File: src/rtl/acq_capture_ctrl.sv
module acq_capture_ctrl #(
  parameter int ADDR_W = 10,
  parameter int CNT_W  = 16
) (
  input  logic              clk,
  input  logic              rst_n,
  input  logic              enable,
  input  logic [1:0]        mode,
  input  logic              trig_src,
  input  logic              sw_trig,
  input  logic              ext_trig,
  input  logic              arm,
  input  logic              sample_valid,
  input  logic [CNT_W-1:0]  acq_count,
  input  logic [ADDR_W:0]   buf_len,
  input  logic [CNT_W-1:0]  irq_interval,
  output logic              wr_en,
  output logic [ADDR_W-1:0] wr_addr,
  output logic              done,
  output logic              irq,
  output logic [ADDR_W-1:0] trig_ptr,
  output logic              overrun
);

  localparam logic [1:0] M_CAP = 2'd1;
  localparam logic [1:0] M_PRE = 2'd2;

  typedef enum logic [2:0] {S_IDLE, S_WAIT, S_RUN, S_FILL, S_POST, S_DONE} st_t;

  st_t               st;
  logic [ADDR_W-1:0] ptr;
  logic [CNT_W-1:0]  seg, icnt;
  logic              pend;
  logic              s1, s2, s3;

  wire ext_rise = s2 & ~s3;
  wire trig     = trig_src ? ext_rise : sw_trig;
  wire accept   = (st == S_WAIT) | (st == S_FILL);
  wire busy     = (st == S_RUN) | (st == S_POST) | (st == S_DONE);
  wire start    = pend & sample_valid;

  wire [ADDR_W:0]   ptr_p1  = {1'b0, ptr} + 1'b1;
  wire              wrap    = ptr_p1 >= buf_len;
  wire [ADDR_W-1:0] ptr_nx  = wrap ? '0 : ptr_p1[ADDR_W-1:0];
  wire [CNT_W-1:0]  seg_p1  = seg + 1'b1;
  wire              seg_end = seg_p1 >= acq_count;
  wire [CNT_W-1:0]  icnt_p1 = icnt + 1'b1;

  assign wr_en   = sample_valid & (((st == S_WAIT) & pend) | (st == S_RUN) |
                                   (st == S_FILL) | (st == S_POST));
  assign wr_addr = ptr;
  assign done    = (st == S_DONE);

  always_ff @(posedge clk or negedge rst_n) begin
    if (!rst_n) begin
      s1 <= 1'b0;
      s2 <= 1'b0;
      s3 <= 1'b0;
    end else begin
      s1 <= ext_trig;
      s2 <= s1;
      s3 <= s2;
    end
  end

  always_ff @(posedge clk or negedge rst_n) begin
    if (!rst_n) begin
      st       <= S_IDLE;
      ptr      <= '0;
      seg      <= '0;
      icnt     <= '0;
      pend     <= 1'b0;
      irq      <= 1'b0;
      overrun  <= 1'b0;
      trig_ptr <= '0;
    end else if (!enable) begin
      st       <= S_IDLE;
      ptr      <= '0;
      seg      <= '0;
      icnt     <= '0;
      pend     <= 1'b0;
      irq      <= 1'b0;
      overrun  <= 1'b0;
      trig_ptr <= '0;
    end else begin
      irq <= 1'b0;
      if (trig & busy) overrun <= 1'b1;
      if (start) pend <= 1'b0;
      if (trig & accept) pend <= 1'b1;

      if (wr_en) begin
        ptr <= ptr_nx;
        if (irq_interval != '0) begin
          if (icnt_p1 >= irq_interval) begin
            icnt <= '0;
            irq  <= 1'b1;
          end else begin
            icnt <= icnt_p1;
          end
        end
      end

      case (st)
        S_IDLE: begin
          if (mode == M_PRE) begin
            if (arm) st <= S_FILL;
          end else begin
            st <= S_WAIT;
          end
        end
        S_WAIT: begin
          if (start) begin
            if (mode == M_CAP) begin
              if (seg_end) st <= wrap ? S_DONE : S_WAIT;
              else begin
                seg <= seg_p1;
                st  <= S_RUN;
              end
            end else begin
              st <= S_RUN;
            end
          end
        end
        S_RUN: begin
          if (sample_valid && mode == M_CAP) begin
            if (seg_end) begin
              seg <= '0;
              st  <= wrap ? S_DONE : S_WAIT;
            end else begin
              seg <= seg_p1;
            end
          end
        end
        S_FILL: begin
          if (start) begin
            trig_ptr <= ptr;
            if (seg_end) st <= S_DONE;
            else begin
              seg <= seg_p1;
              st  <= S_POST;
            end
          end
        end
        S_POST: begin
          if (sample_valid) begin
            if (seg_end) st <= S_DONE;
            else seg <= seg_p1;
          end
        end
        default: ;
      endcase
    end
  end


  disabled_quiet_chk: assert property (@(posedge clk) disable iff (!rst_n)
    !enable |=> (!wr_en && !done && !irq && !overrun));


  addr_range_chk: assert property (@(posedge clk) disable iff (!rst_n)
    wr_en |-> ({1'b0, wr_addr} < buf_len));


  done_hold_chk: assert property (@(posedge clk) disable iff (!rst_n)
    (done && enable) |=> done);


  done_no_write_chk: assert property (@(posedge clk) disable iff (!rst_n)
    done |-> !wr_en);


  overrun_sticky_chk: assert property (@(posedge clk) disable iff (!rst_n)
    (overrun && enable) |=> overrun);

endmodule

File: config.mk
export PLATFORM = sky130hd
export DESIGN_NAME = acq_capture_ctrl
export DESIGN_NICKNAME = d
export VERILOG_FILES = /design/src/rtl/acq_capture_ctrl.sv
export SDC_FILE = /design/constraint.sdc
export NUM_CORES = 1
export LEC_CHECK = 0
export ABC_CLOCK_PERIOD_IN_PS = 6900
export BUFFER_PORTS_ARGS = -buffer_cell sky130_fd_sc_hd__buf_2
export CAP_MARGIN = 30
export CORE_ASPECT_RATIO = 1.4
export CORE_MARGIN = 2
export CORE_UTILIZATION = 62
export DETAILED_ROUTE_END_ITERATION = 10
export GPL_TIMING_DRIVEN = 0
export HOLD_SLACK_MARGIN = 0.06
export PLACE_DENSITY = 0.95
export SYNTH_ARGS = -nofsm -noshare
export SYNTH_HDL_FRONTEND = slang
export SYNTH_SLANG_ARGS = --single-unit
File: constraint.sdc
create_clock -name clk -period 6.9 [get_ports clk]
set_input_delay 0.69 -clock clk [delete_from_list [all_inputs] [get_ports clk]]
set_output_delay 0.69 -clock clk [all_outputs]
set_load 0.03 [all_outputs]
==> impl_metrics.xml <==
<?xml version="1.0" encoding="UTF-8"?>
<metrics>
  <group name="sta">
    <metric name="shortest_clock_period_the_worst_path_allows_after_layout" unit="ps">3580</metric>
    <metric name="rsz0062_at_grt" unit="">no</metric>
    <metric name="final_hold_viol_count" unit="">0</metric>
    <metric name="fin_hold_ws" unit="ps">353</metric>
    <metric name="worst_slew_margin_relative_to_its_limit" unit="%">54.0</metric>
    <metric name="peak_clock_frequency_supported_by_timing" unit="MHz">279</metric>
    <metric name="slew_violations" unit="">0</metric>
    <metric name="setup_tns" unit="ps">0</metric>
    <metric name="final.setup.worst_slack" unit="ps">3320</metric>
    <metric name="clock-skew-final" unit="ps">7.47</metric>
    <metric name="finalSetupViolations" unit="">0</metric>
    <metric name="worst_slew_pin_slew" unit="ps">690</metric>
    <metric name="post-route-period-util" unit="%">52.0</metric>
  </group>
  <group name="synth">
    <metric name="synthArstFlopShare" unit="%">100</metric>
    <metric name="synth_warnings" unit="">0</metric>
    <metric name="synth_area_per_cell" unit="sq um">8.78</metric>
    <metric name="synth_ff_type" unit="">dfrtp_1</metric>
    <metric name="synth-seq-cells" unit="">61</metric>
    <metric name="synth_enable_flop_cells" unit="">0</metric>
    <metric name="synth_nets" unit="">634</metric>
    <metric name="portion_of_the_post_synthesis_area_used_by_sequential_elements" unit="%">32.5</metric>
    <metric name="synth.distinct_cells" unit="">64</metric>
    <metric name="netlist_area" unit="sq mm">0.00470</metric>
    <metric name="synthesis.instances" unit="">535</metric>
  </group>
  <group name="die">
    <metric name="std_cell_rows" unit="">37</metric>
    <metric name="initial_core_util" unit="%">63.8</metric>
    <metric name="die_height" unit="um">107</metric>
    <metric name="die_width" unit="um">77.6</metric>
    <metric name="floorplan.die_area" unit="sq mm">0.00830</metric>
    <metric name="boundaryPins" unit="">77</metric>
    <metric name="design.core.area" unit="sq mm">0.00736</metric>
  </group>
  <group name="worst_setup_path">
    <metric name="cp_cell_sequence" unit="">ha_1, nand3_1, nor2_2, nand3_1, nor3_1, xnor2_1, inv_1, ha_1, a21oi_1, nand2_1, a211o_1, a211oi_2, buf_2, a22oi_1, o22ai_1</metric>
    <metric name="setup.worst_path.class" unit="">reg2reg</metric>
    <metric name="worstPathRequired" unit="ps">7150</metric>
    <metric name="cpPeakStageDelay" unit="ps">440</metric>
    <metric name="timing.critical_path.to_type" unit="">register</metric>
    <metric name="cp-start-kind" unit="">register</metric>
    <metric name="worst_r2r_setup_slack" unit="ps">3320</metric>
    <metric name="biggest_fanout_along_the_worst_timing_path" unit="">10</metric>
    <metric name="critical_path_arrival" unit="ps">3830</metric>
    <metric name="cpMaxStageDelayCell" unit="">dfrtp_1</metric>
  </group>
  <group name="pwr">
    <metric name="peakVddDrop" unit="V">0.000147</metric>
    <metric name="static-leakage-power" unit="nW">2.84</metric>
    <metric name="power" unit="uW">850</metric>
    <metric name="power_density" unit="mW/mm^2">158</metric>
  </group>
  <group name="detailed_routing">
    <metric name="first_pass_iters" unit="">5</metric>
    <metric name="routed_wirelength" unit="um">11600</metric>
    <metric name="detailroute.via_count" unit="">4393</metric>
    <metric name="antenna_left" unit="">0</metric>
    <metric name="vias_per_cell" unit="">6.08</metric>
    <metric name="drt_iter0_drc" unit="">214</metric>
    <metric name="detail_route.drc_violations" unit="">0</metric>
    <metric name="wl_per_cell" unit="um">16.1</metric>
  </group>
  <group name="cts">
    <metric name="max-clock-path-buffers" unit="">2</metric>
    <metric name="ctsRootBufferMaster" unit="">clkbuf_8</metric>
    <metric name="post_cts_resize_count" unit="">0</metric>
    <metric name="cts_htree_levels" unit="">3</metric>
    <metric name="cts.sinks" unit="">61</metric>
    <metric name="clk_latency" unit="ps">340</metric>
    <metric name="postCtsSetupRepairBufs" unit="">0</metric>
    <metric name="clkSlewWorstSetupHoldPaths" unit="ps">70</metric>
    <metric name="cts_tree" unit="">done</metric>
    <metric name="cts_hold_repair.buffers" unit="">0</metric>
    <metric name="cts_made_buffers" unit="">9</metric>
  </group>
  <group name="placed_design">
    <metric name="place_worst_setup_slack" unit="ps">3340</metric>
    <metric name="gp_congestion" unit="">0.930</metric>
    <metric name="numPlacedInstances" unit="">708</metric>
    <metric name="portbufs" unit="">75</metric>
    <metric name="dp_hpwl" unit="um">9140</metric>
    <metric name="placed_cell_area" unit="sq mm">0.00522</metric>
  </group>
  <group name="global_routing">
    <metric name="grt_max_degree" unit="">35</metric>
    <metric name="wire_length_of_the_first_global_routing_pass" unit="um">19400</metric>
    <metric name="via_count_of_the_first_global_routing_pass" unit="">4428</metric>
    <metric name="grt_antenna_before_repair" unit="">0</metric>
    <metric name="global_route.usage.total" unit="%">29.1</metric>
    <metric name="grt_remaining_overflow" unit="">0</metric>
  </group>
  <group name="layout">
    <metric name="instances_no_fill" unit="">723</metric>
    <metric name="syn_to_final_growth" unit="%">14.4</metric>
    <metric name="final_core_util" unit="%">73.0</metric>
    <metric name="antenna_cells_inserted" unit="">0</metric>
    <metric name="fill_cells" unit="">519</metric>
    <metric name="final_area" unit="sq mm">0.00537</metric>
    <metric name="drive_gt1_share" unit="%">20.3</metric>
    <metric name="final_net_count" unit="">721</metric>
  </group>
  <group name="job">
    <metric name="maxcap_violations" unit="">0</metric>
  </group>
  <group name="hold_path">
    <metric name="hold_class" unit="">reg2reg</metric>
  </group>
  <group name="run_status">
    <metric name="status" unit="">complete, no violations</metric>
  </group>
</metrics>
flip-flops by register name, summed over array words and instances, names as in the netlist, 3 cells and up:
signal    cells
icnt         16
seg          16
st            3
trig_ptr     10
wr_addr      10
final timing paths:
| path | depth (start not counted) | start | to |
|---|---|---|---|
| hold reg to reg | 0 | s1$_DFF_PN0_ | s2$_DFF_PN0_ |
| setup reg to reg | 15 | seg[0]$_DFFE_PN0P_ | seg[12]$_DFFE_PN0P_ |
| min in group asynchronous | 1 | rst_n | seg[3]$_DFFE_PN0P_ |
| setup / recovery | 15 | seg[0]$_DFFE_PN0P_ | seg[12]$_DFFE_PN0P_ |
| max in group asynchronous | 2 | rst_n | trig_ptr[6]$_DFFE_PN0P_ |
| hold / removal | 0 | s1$_DFF_PN0_ | s2$_DFF_PN0_ |
cell type report:
cell class	count	area (sq um)	area share, %
multi-input cells	405	2870	53.5
flip-flops and latches	61	1530	28.4
repair buffers	76	395	7.36
inverters	53	199	3.70
clock buffers	13	149	2.77
well taps	97	121	2.26
plain buffers	16	100	1.86
clock inverters	2	10.0	0.186
power by group:
group | switching [mW] | internal [mW] | total, mW
clock | 0.133 | 0.137 | 0.270
combinational | 0.119 | 0.0744 | 0.193
sequential | 0.0181 | 0.369 | 0.387
total | 0.270 | 0.580 | 0.850
cells by family (layout without fill, tap and decap cells):
| family | after synthesis | count (layout) | share of synthesized area (%) |
|---|---|---|---|
| simple gates | 203 | 203 | 23.9 |
| flops | 61 | 61 | 32.5 |
| compound gates | 116 | 116 | 17.2 |
| buf+inv | 69 | 160 | 6.36 |
| mux | 12 | 12 | 2.58 |
| fa+ha+maj | 46 | 46 | 12.3 |
| xor+xnor | 28 | 28 | 5.22 |
synth_stat cells (8+ instances only):
cell type,count,area (sq um)
dfrtp_1,61,1530
inv_1,52,195
ha_1,46,576
nand2_1,44,165
nor2_1,35,131
nand3_1,23,115
o21ai_0,23,115
nand2b_1,18,113
xnor2_1,18,158
a21oi_1,17,85.1
nor3_1,14,70.1
a22o_1,11,96.3
mux2i_1,11,110
nand3_2,11,110
nand4_1,11,68.8
xor2_1,10,87.6
o21ai_1,9,45.0
a211o_1,8,70.1
cell usage in the layout, fill, tap and decap left out, types with 3 or more instances in the layout:
cell	n
a211o_1	8
a211oi_1	7
a21o_1	6
a21oi_1	17
a22o_1	11
a22oi_1	3
a31oi_1	7
and2_1	3
and3_1	7
and4_1	4
buf_2	80
buf_6	3
clkbuf_1	6
clkbuf_2	3
clkbuf_8	10
dfrtp_1	61
ha_1	46
inv_1	52
mux2i_1	11
nand2_1	44
nand2b_1	18
nand3_1	23
nand3_2	11
nand4_1	11
nor2_1	35
nor2b_1	7
nor3_1	14
nor3b_1	4
nor4_1	7
o211ai_1	4
o21ai_0	23
o21ai_1	9
o22ai_1	3
or3_1	3
xnor2_1	18
xor2_1	10
critical path, delay by kind of cell, from the launching register on:
kind,cells,cell delay [ps]
buffers and inverters,2,350
DFF,1,440
AOI/OAI and AO/OA,5,1040
xor gates and xnor gates,1,180
adders and majority gates,2,570
and+or+nand+nor,5,910
routing by layer:
layer  global-route usage, %  up-vias  part of all wire [%]
li1                        -     2085                     -
met1                    30.8     2107                    36
met4                    16.1        0                   3.8
met5                       0        -                     0
met2                    53.7      161                    55
met3                    5.72       40                   5.0
Power figures use the tool's default switching activity.
